[config.mk]
export PLATFORM = sky130hd
export DESIGN_NAME = wake_debounce
export DESIGN_NICKNAME = d
export VERILOG_FILES = /design/src/rtl/wdb_pkg.sv /design/src/rtl/wdb_sync.sv /design/src/rtl/wdb_cfg.sv /design/src/rtl/wdb_filter.sv /design/src/rtl/wake_debounce.sv
export SDC_FILE = /design/constraint.sdc
export NUM_CORES = 1
export LEC_CHECK = 0
export BUFFER_PORTS_ARGS = -buffer_cell sky130_fd_sc_hd__buf_2
export CORE_UTILIZATION = 50
export CTS_CLUSTER_SIZE = 10
export DETAILED_ROUTE_END_ITERATION = 8
export PLACE_DENSITY = 0.64
export SYNTH_ARGS = -nofsm -noshare
export SYNTH_HDL_FRONTEND = slang
export SYNTH_HIERARCHICAL = 1
export SYNTH_SLANG_ARGS = --single-unit
[constraint.sdc]
create_clock -name clk -period 4.5 [get_ports clk]
set_input_delay 0.45 -clock clk [delete_from_list [all_inputs] [get_ports clk]]
set_output_delay 0.45 -clock clk [all_outputs]
set_load 0.02 [all_outputs]
[src/rtl/wdb_pkg.sv]
package wdb_pkg;
    localparam int CODE_W = 3;
    localparam int CNT_W  = 16;

    typedef logic [CNT_W-1:0]  cnt_t;
    typedef logic [CODE_W-1:0] code_t;

    typedef enum logic [1:0] {
        ST_IDLE,
        ST_COUNT,
        ST_FIRE,
        ST_MUTE
    } flt_state_t;

    // Map a period code to the number of consecutive active samples.
    function automatic cnt_t code_to_thresh(input code_t c);
        cnt_t t;
        unique case (c)
            3'd0:             t = cnt_t'(1);
            3'd1:             t = cnt_t'(3);
            3'd2:             t = cnt_t'(32);
            3'd3:             t = cnt_t'(512);
            3'd4:             t = cnt_t'(4096);
            3'd5, 3'd6, 3'd7: t = cnt_t'(32768);
        endcase
        return t;
    endfunction
endpackage

[src/rtl/wdb_sync.sv]
module wdb_sync #(
    parameter int WIDTH  = 1,
    parameter int STAGES = 2
) (
    input  logic             clk,
    input  logic             rst_n,
    input  logic [WIDTH-1:0] din,
    output logic [WIDTH-1:0] dout
);
    logic [WIDTH-1:0] stg [STAGES];

    always_ff @(posedge clk or negedge rst_n) begin
        if (!rst_n) begin
            for (int i = 0; i < STAGES; i++) stg[i] <= '0;
        end else begin
            stg[0] <= din;
            for (int i = 1; i < STAGES; i++) stg[i] <= stg[i-1];
        end
    end

    assign dout = stg[STAGES-1];
endmodule

[src/rtl/wdb_cfg.sv]
module wdb_cfg
    import wdb_pkg::*;
#(
    parameter int DATA_W    = 16,
    parameter int WAKE_LSB  = 12,
    parameter int FORCE_LSB = 8
) (
    input  logic              clk,
    input  logic              rst_n,
    input  logic              cfg_we,
    input  logic              wp_en,
    input  logic [DATA_W-1:0] cfg_wdata,
    output code_t             wake_code,
    output code_t             force_code
);
    always_ff @(posedge clk or negedge rst_n) begin
        if (!rst_n) begin
            wake_code  <= '0;
            force_code <= '0;
        end else if (cfg_we && !wp_en) begin
            wake_code  <= cfg_wdata[WAKE_LSB  +: CODE_W];
            force_code <= cfg_wdata[FORCE_LSB +: CODE_W];
        end
    end
endmodule

[src/rtl/wdb_filter.sv]
module wdb_filter
    import wdb_pkg::*;
(
    input  logic  clk,
    input  logic  rst_n,
    input  logic  act,
    input  logic  clr,
    input  code_t code,
    output logic  req
);
    flt_state_t state, state_nx;
    cnt_t       cnt, cnt_nx;
    cnt_t       thr;

    assign thr = code_to_thresh(code);

    // State register
    always_ff @(posedge clk or negedge rst_n) begin
        if (!rst_n) begin
            state <= ST_IDLE;
            cnt   <= '0;
        end else begin
            state <= state_nx;
            cnt   <= cnt_nx;
        end
    end

    // Next state
    always_comb begin
        state_nx = state;
        cnt_nx   = cnt;
        unique case (state)
            ST_IDLE: begin
                cnt_nx = '0;
                if (act) begin
                    if (thr <= cnt_t'(1)) begin
                        state_nx = ST_FIRE;
                    end else begin
                        state_nx = ST_COUNT;
                        cnt_nx   = cnt_t'(1);
                    end
                end
            end
            ST_COUNT: begin
                if (!act) begin
                    state_nx = ST_IDLE;
                    cnt_nx   = '0;
                end else if (cnt + cnt_t'(1) >= thr) begin
                    state_nx = ST_FIRE;
                    cnt_nx   = '0;
                end else begin
                    cnt_nx = cnt + cnt_t'(1);
                end
            end
            ST_FIRE: begin
                if (!act)     state_nx = ST_IDLE;
                else if (clr) state_nx = ST_MUTE;
            end
            ST_MUTE: begin
                if (!act) state_nx = ST_IDLE;
            end
        endcase
    end

    // Outputs
    always_comb begin
        req = (state == ST_FIRE);
    end
endmodule

[src/rtl/wake_debounce.sv]
module wake_debounce
    import wdb_pkg::*;
#(
    parameter int NUM_PINS    = 4,
    parameter int SYNC_STAGES = 2,
    parameter int DATA_W      = 16
) (
    input  logic                clk,
    input  logic                rst_n,
    input  logic [NUM_PINS-1:0] pin_raw,
    input  logic [NUM_PINS-1:0] pin_en,
    input  logic [NUM_PINS-1:0] pin_pol,
    input  logic                force_raw,
    input  logic                cfg_we,
    input  logic [DATA_W-1:0]   cfg_wdata,
    input  logic                wp_en,
    input  logic                req_clr,
    output logic [NUM_PINS-1:0] wake_req,
    output logic                force_req
);
    localparam int SYNC_W = NUM_PINS + 1;

    logic [SYNC_W-1:0]   sync_q;
    logic [NUM_PINS-1:0] pin_sync;
    logic                force_sync;
    code_t               wake_code;
    code_t               force_code;

    wdb_sync #(.WIDTH(SYNC_W), .STAGES(SYNC_STAGES)) u_sync (
        .clk   (clk),
        .rst_n (rst_n),
        .din   ({force_raw, pin_raw}),
        .dout  (sync_q)
    );

    assign pin_sync   = sync_q[NUM_PINS-1:0];
    assign force_sync = sync_q[NUM_PINS];

    wdb_cfg #(.DATA_W(DATA_W), .WAKE_LSB(12), .FORCE_LSB(8)) u_cfg (
        .clk        (clk),
        .rst_n      (rst_n),
        .cfg_we     (cfg_we),
        .wp_en      (wp_en),
        .cfg_wdata  (cfg_wdata),
        .wake_code  (wake_code),
        .force_code (force_code)
    );

    for (genvar g = 0; g < NUM_PINS; g++) begin : g_pin
        logic act;
        assign act = pin_en[g] && (pin_sync[g] == pin_pol[g]);
        wdb_filter u_flt (
            .clk   (clk),
            .rst_n (rst_n),
            .act   (act),
            .clr   (req_clr),
            .code  (wake_code),
            .req   (wake_req[g])
        );
    end

    wdb_filter u_force (
        .clk   (clk),
        .rst_n (rst_n),
        .act   (force_sync),
        .clr   (req_clr),
        .code  (force_code),
        .req   (force_req)
    );
endmodule

; ---- After elaboration in Yosys (flattened, before gate mapping)
; Memories as Yosys holds them, arrays and structs flattened.
; Index checks and enable logic that the tools add are counted.
[word_totals]
out_inout_bits = 5
ff_bits = 106
word_cells = 155
rom_bits = 240
memories = 5
input_bits = 34
[op_classes]
n_eq_ne = 39
magnitude_cmp = 10
reduce_logical = 21
muxes = 61
addsub = 5
[memory_table]
columns = name, words, width, rd, rd_ports_with_merged_regs, wr, line_no
row1 = (name not given), 8, 6, 1, 0, 0, wdb_pkg.sv:18  ; unique case (c)
row2 = (name not given), 8, 6, 1, 0, 0, wdb_pkg.sv:18
row3 = (name not given), 8, 6, 1, 0, 0, wdb_pkg.sv:18
row4 = (name not given), 8, 6, 1, 0, 0, wdb_pkg.sv:18
row5 = (name not given), 8, 6, 1, 0, 0, wdb_pkg.sv:18
[ops]
columns = operator, n
row1 = two-way mux 16 bit, 15
row2 = case mux 16 bit (2 select lines), 5
row3 = "adder 16 x 1 -> 16 bit, second input constant", 5
row4 = greater-or-equal comparator 16 bit, 5
row5 = "less-or-equal comparator 16 x 1 -> 1 bit, second input constant", 5
row6 = two-way mux 2 bit, 31
row7 = case mux 2 bit (4 select lines), 5
row8 = "!= test 3 bit, second input constant", 9
row9 = "== test 2 bit, second input constant", 10
row10 = AND reduction 4 bit, 5
row11 = "!= test 2 bit, second input constant", 6
row12 = "== test 2 x 1 -> 1 bit, second input constant", 5
row13 = logical NOT 2 bit, 5
row14 = nonzero test 2 bit, 5
row15 = "!= test 2 x 1 -> 1 bit, second input constant", 4
row16 = logical AND 1 bit, 5
row17 = two-way mux 1 bit, 5
row18 = == test 1 bit, 4
row19 = "!= test 3 x 2 -> 1 bit, second input constant", 1
row20 = logical NOT 1 bit, 1

; ---- Longest topological paths before layout
[logic_depth]
depth_word = 5
ltp_mapped = 14
ltp_nobuf = 13

; ---- Modules after synthesis
; The synthesis kept the hierarchy.
[by_module_without_submodules]
columns = module, area_each_um2, instances, seq_area_each_um2, cells_per_inst
row1 = wdb_filter at g_pin[0].u_flt ..., 1413.9, 4, 450.4, 165
row2 = wdb_filter at u_force, 1495.2, 1, 450.4, 165
row3 = wdb_sync, 287.8, 1, 250.2, 15
row4 = wdb_cfg, 265.3, 1, 150.1, 14
row5 = wake_debounce, 60.1, 1, 0.0, 8

; ---- Worst setup path after synthesis
; OpenSTA, ideal clock, no wires.
[synth_timing]
path_kind = flip-flop to flip-flop
from = register u_force.cnt[0]
to = register u_force.cnt[12]
arrival_ps = 3065
setup_ps = 126
required_time_ps = 4374
slack_ps = 1309
path_buffers = 1
path_stages_with_launch = 13
synth_period_minus_slack_ps = 3191
cell_sequence = dfrtp_1 -> ha_1 -> nand3_2 -> or2_1 -> or3_1 -> xnor2_1 -> ha_1 -> and3_1 -> o21ai_0 -> o221ai_2 -> nor3_2 -> buf_6 -> a221o_1
[synth_via]
elab_chain_cells = 5
[synth_lines]
columns = item, line_no
row1 = start: declaration, wdb_filter.sv:12  ; cnt_t cnt, cnt_nx;
row2 = start signal: assignment, wdb_filter.sv:24  ; cnt <= cnt_nx;
row3 = adder 16 x 1 -> 16 bit (*), "wdb_filter.sv:48, wdb_filter.sv:52"
row4 = greater-or-equal comparator 16 bit, wdb_filter.sv:48  ; end else if (cnt + cnt_t'(1) >= thr) begin
row5 = two-way mux 16 bit (*), wdb_filter.sv:48
row6 = two-way mux 16 bit (*), wdb_filter.sv:45  ; if (!act) begin
row7 = case mux 16 bit (2 select lines) (*), wdb_filter.sv:32  ; unique case (state)
; Mark *: on every way between the ends. The rest lies on a longest branch, timed or not.
; A chain may end at the register's enable or synchronous reset.

; ---- Final worst setup path
[layout_timing]
from = register u_force.cnt[0]
to = register u_force.cnt[5]
; Same word-level chain as after synthesis.

==> impl_results.html <==
<table>
<tr><th>Metric</th><th>Value</th></tr>
<tr><th colspan="2">Logic synthesis</th></tr>
<tr><td>Synth Instances</td><td>862</td></tr>
<tr><td>Number of flops mapped to enable cells by yosys</td><td>0</td></tr>
<tr><td>Mean Syn Cell Area</td><td>9.01 µm²</td></tr>
<tr><td>Area fraction in compound gates after synthesis</td><td>20.7%</td></tr>
<tr><td>Main combinational cell family by area after synthesis</td><td>simple AND/OR/NAND/NOR gates</td></tr>
<tr><td>Proportion of synthesized flip-flops having asynchronous set or reset</td><td>100%</td></tr>
<tr><td>Fraction of the mapped netlist area in adder cells</td><td>roughly 5.6%</td></tr>
<tr><td>Simple-gate area share of the yosys netlist</td><td>29.8%</td></tr>
<tr><td>Post-Synth XOR/XNOR Area</td><td>3.05%</td></tr>
<tr><td>Number of warning messages in the yosys log</td><td>6</td></tr>
<tr><td>Post-synthesis cell area</td><td>7760 µm²</td></tr>
<tr><td>Sequential area share after synthesis</td><td>34.2%</td></tr>
<tr><td>Post-synthesis mux area share</td><td>roughly 1.3%</td></tr>
<tr><td>Synth cell types</td><td>67</td></tr>
<tr><td>Number of nets in the synthesized netlist</td><td>931</td></tr>
<tr><td>Commonest register cell after synthesis</td><td>dfrtp_1</td></tr>
<tr><td>Number of synthesized register bits</td><td>~110</td></tr>
<tr><th colspan="2">Global routing</th></tr>
<tr><td>Grt total ovfl</td><td>0</td></tr>
<tr><td>Overall Global Routing Usage</td><td>23.5%</td></tr>
<tr><td>Initial antenna violation count</td><td>0</td></tr>
<tr><td>First-pass GRT wire length</td><td>30600 µm</td></tr>
<tr><td>Via count of the first global-routing pass</td><td>6296</td></tr>
<tr><td>Largest net degree at the start of global routing</td><td>74</td></tr>
<tr><th colspan="2">Finish</th></tr>
<tr><td>Most frequent cells in the layout</td><td>106 x dfrtp_1, 99 x nand2_1, 51 x nor2_1</td></tr>
<tr><td>Number of antenna diodes</td><td>0</td></tr>
<tr><td>Total number of nets in the final design</td><td>932</td></tr>
<tr><td>Area growth syn-to-layout</td><td>5.62%</td></tr>
<tr><td>Design area</td><td>8200 µm²</td></tr>
<tr><td>Fraction of layout instances using a drive strength above 1</td><td>13.6%</td></tr>
<tr><td>Fillcell total</td><td>1417</td></tr>
<tr><td>Most common cell after layout, fill and taps aside</td><td>dfrtp_1</td></tr>
<tr><th colspan="2">Min path</th></tr>
<tr><td>Worst min path class</td><td>in -&gt; reg</td></tr>
<tr><td>Startpoint of the worst hold path</td><td>force_raw</td></tr>
<tr><td>Hold Path Stages</td><td>1</td></tr>
<tr><td>WHS Endpoint</td><td>u_sync/stg[9]</td></tr>
<tr><th colspan="2">Clocking</th></tr>
<tr><td>H-Tree Level Count</td><td>3</td></tr>
<tr><td>Maximum count of clock buffers along a single path</td><td>2</td></tr>
<tr><td>Setup Buffers After CTS</td><td>0</td></tr>
<tr><td>Clk pin slew, worst setup/hold paths</td><td>0.07 ns</td></tr>
<tr><td>Number of instances resized during post-cts repair</td><td>0</td></tr>
<tr><td>TritonCTS sink count</td><td>106</td></tr>
<tr><td>Insertion delay of the later-clocked pin in the worst-skew pair</td><td>0.35 ns</td></tr>
<tr><td>CTS tree</td><td>done</td></tr>
<tr><td>CTS root buf</td><td>clkbuf_16</td></tr>
<tr><td>CTS Buf Count</td><td>9</td></tr>
<tr><td>Post-CTS Hold Fix Bufs</td><td>0</td></tr>
<tr><th colspan="2">Power and ir drop</th></tr>
<tr><td>Relative contribution of sequential cells to total power</td><td>between 40% and 50%</td></tr>
<tr><td>Maximum VDD drop</td><td>0.000304 V</td></tr>
<tr><td>Fraction of power consumed by combinational cells</td><td>24.8%</td></tr>
<tr><td>Clk pwr share</td><td>29.7%</td></tr>
<tr><td>Switching share of power</td><td>approximately a third</td></tr>
<tr><td>Power density of the placed cells</td><td>297 nW/µm²</td></tr>
<tr><td>Leakage</td><td>about 3.5 nW</td></tr>
<tr><td>Internal power summed over all cells</td><td>1.62 mW</td></tr>
<tr><td>P_sw</td><td>between 0.8 and 0.9 mW</td></tr>
<tr><th colspan="2">Setup path</th></tr>
<tr><td>Kind of start point of the critical path</td><td>flip-flop</td></tr>
<tr><td>Most numerous cell on the critical path</td><td>ha_1</td></tr>
<tr><td>Logic depth of the worst register-to-register path</td><td>11</td></tr>
<tr><td>Cells along the critical path</td><td>ha_1 -&gt; nand3_2 -&gt; or2_1 -&gt; or3_1 -&gt; xnor2_1 -&gt; ha_1 -&gt; and3_1 -&gt; o21ai_0 -&gt; o221ai_2 -&gt; nor3_2 -&gt; a221o_1</td></tr>
<tr><td>Max FO, Critical Path</td><td>11</td></tr>
<tr><td>Cell family contributing the most delay on the critical path</td><td>simple AND/OR/NAND/NOR gates</td></tr>
<tr><td>Worst path buffer plus inverter count</td><td>0</td></tr>
<tr><td>Type of destination of the critical path</td><td>flip-flop</td></tr>
<tr><td>FF-to-FF setup slack</td><td>roughly 0.73 ns</td></tr>
<tr><td>Required @ worst endpoint</td><td>4.79 ns</td></tr>
<tr><td>Slowest cell delay on critical path</td><td>0.66 ns</td></tr>
<tr><td>Class of the most critical setup path</td><td>reg -&gt; reg</td></tr>
<tr><td>Cell type of the slowest stage on the worst timing path</td><td>nor3_2</td></tr>
<tr><td>Startpoint of the worst register-to-register path</td><td>u_force/cnt[0]</td></tr>
<tr><td>Reg2reg end</td><td>u_force/cnt[5]</td></tr>
<tr><td>Worst path arrival time</td><td>4.05 ns</td></tr>
<tr><th colspan="2">Placement</th></tr>
<tr><td>Placed Instance Area</td><td>7950 µm²</td></tr>
<tr><td># port buffers</td><td>28</td></tr>
<tr><td>GPL Wtd Cong</td><td>0.896</td></tr>
<tr><td>Post-placement setup slack</td><td>0.798 ns</td></tr>
<tr><td>Estimated wirelength of the detail-placed design</td><td>12400 µm</td></tr>
<tr><th colspan="2">STA</th></tr>
<tr><td>Worst-case setup margin in the final layout</td><td>about 0.73 ns</td></tr>
<tr><td>Number of pins with negative max-slew slack in the final report</td><td>0</td></tr>
<tr><td>Maximum operating frequency</td><td>265 MHz</td></tr>
<tr><td>Setup-violating endpoint count in the final report</td><td>0</td></tr>
<tr><td>TNS Setup</td><td>0 ns</td></tr>
<tr><td>Measured slew at the worst slew-check pin</td><td>0.966 ns</td></tr>
<tr><td>Tcrit/Tclk final</td><td>83.7%</td></tr>
<tr><td>RSZ-0062 raised after global routing</td><td>no</td></tr>
<tr><td>Final-report hold violation count</td><td>0</td></tr>
<tr><td>Maximum clock skew at final layout</td><td>roughly 0.0094 ns</td></tr>
<tr><td>Max_slew headroom</td><td>35.6%</td></tr>
<tr><td>Final Critical Period</td><td>approximately 3.8 ns</td></tr>
<tr><th colspan="2">Drt</th></tr>
<tr><td>Number of DRC markers in iteration 0</td><td>441</td></tr>
<tr><td>DR vias</td><td>6684</td></tr>
<tr><td>Per-cell routed wire length</td><td>17.0 µm</td></tr>
<tr><td>First-pass iteration count of the detailed router</td><td>5</td></tr>
<tr><td>Number of remaining DRC errors</td><td>0</td></tr>
<tr><td>Detail Route Antenna Nets</td><td>0</td></tr>
<tr><td>Routed vias/inst</td><td>6.34</td></tr>
<tr><td>Final wirelength</td><td>18000 µm</td></tr>
<tr><th colspan="2">Floorplan</th></tr>
<tr><td>Number of top-level pins</td><td>39</td></tr>
<tr><td>Placeable core region</td><td>15200 µm²</td></tr>
<tr><td>Initial core utilization</td><td>approximately 51%</td></tr>
<tr><td>Chip Width</td><td>between 100 and 150 µm</td></tr>
<tr><td>Cell row count</td><td>45</td></tr>
<tr><td>Vert. Die Dim</td><td>127 µm</td></tr>
<tr><td>Full die area</td><td>about 16000 µm²</td></tr>
<tr><th colspan="2">Run</th></tr>
<tr><td>Number of max-cap violations</td><td>0</td></tr>
<tr><th colspan="2">Outcome</th></tr>
<tr><td>Run status</td><td>finished, final reports clean</td></tr>
</table>
layer usage:
layer,global-route usage (%),wire length (µm),part of all wire (%)
met1,30.2,8220,46
met2,39.6,8750,49
met3,4.30,723,4.0
met4,8.50,274,1.5
met5,0,0,0
Yosys cell counts, types with 8 or more instances:
cell / n / area (µm²)
o211ai_1: 16 / 120
nor2_1: 51 / 191
buf_6: 10 / 113
nand2b_1: 10 / 62.6
buf_4: 9 / 67.6
xor2_1: 10 / 87.6
nand4_1: 23 / 144
dfrtp_1: 106 / 2650
or3_1: 18 / 113
clkbuf_1: 19 / 71.3
and4_1: 9 / 78.8
a21oi_1: 17 / 85.1
xnor2_1: 17 / 149
a31oi_1: 25 / 156
a31o_2: 8 / 70.1
inv_1: 28 / 105
ha_1: 35 / 438
o21ai_0: 28 / 140
nor3_1: 46 / 230
nand3_1: 38 / 190
nor2b_1: 29 / 181
a32o_1: 8 / 80.1
nand3b_1: 9 / 67.6
or3b_2: 9 / 78.8
and3_1: 12 / 75.1
o22ai_1: 16 / 100
buf_2: 10 / 50.1
and2_1: 10 / 62.6
nand2_1: 99 / 372
a22o_1: 29 / 254
power groups by stage:
stage	clock (mW)	sequential, mW	combinational (mW)
after floorplan	0	1.07	0.483
after global placement	0	1.12	0.593
after detailed placement	0	1.13	0.607
after CTS	0.754	1.11	0.611
after global routing	0.783	1.12	0.675
final	0.724	1.11	0.606
cell type report:
cell class	count	area [µm²]	area share, %
sequential	106	2650	32.3
clock inverter	2	15.0	0.183
inverter	28	105	1.28
multi-input combinational	678	4720	57.6
tap	188	235	2.87
timing repair buffer	40	233	2.84
clock buffer	13	240	2.93
worst max-delay path by stage:
stage,start,endpoint,slack [ns],cells after the start
floorplan,u_force/cnt[0],u_force/cnt[12],1.31,12
finish,u_force/cnt[0],u_force/cnt[5],0.73,11
detailed placement,u_force/cnt[0],u_force/cnt[2],0.80,11
global route,u_force/cnt[0],u_force/cnt[2],0.39,11
CTS,u_force/cnt[0],u_force/cnt[2],0.75,11
global placement,u_force/cnt[0],u_force/cnt[2],0.79,11
state kept, by name, indices dropped and copies added (netlist names):
signal and cells:
u_cfg/force_code 3, u_cfg/wake_code 3, g_pin.u_flt/cnt 64, u_sync/dout 5
u_sync/stg 5, u_force/state 2, u_force/cnt 16, g_pin.u_flt/state 8
cells by family after synthesis:
group	count (synthesis)
mux	7
flops	106
xor+xnor	27
fa+ha+maj	35
compound gates	204
simple gates	405
buf+inv	78
worst register-to-register path: stages, from the launching register on:
cell and delay, ns:
dfrtp_1 0.48, ha_1 0.37, nand3_2 0.20, or2_1 0.27, or3_1 0.43, xnor2_1 0.19, ha_1 0.28, and3_1 0.20
o21ai_0 0.13, o221ai_2 0.25, nor3_2 0.66, a221o_1 0.25
metrics by stage:
stage	hold WS [ns]	std cells	power [mW]	util, %
5_1_grt	0.184	1055	2.58	53.9
2_1_floorplan	0.154	862	1.55	-
6_report	0.197	1055	2.44	53.9
4_1_cts	0.180	1055	2.47	53.9
3_3_place_gp	0.332	1040	1.72	52.3
3_5_place_dp	0.339	1040	1.73	52.3
Note: power is estimated with default switching activity, not from simulation.
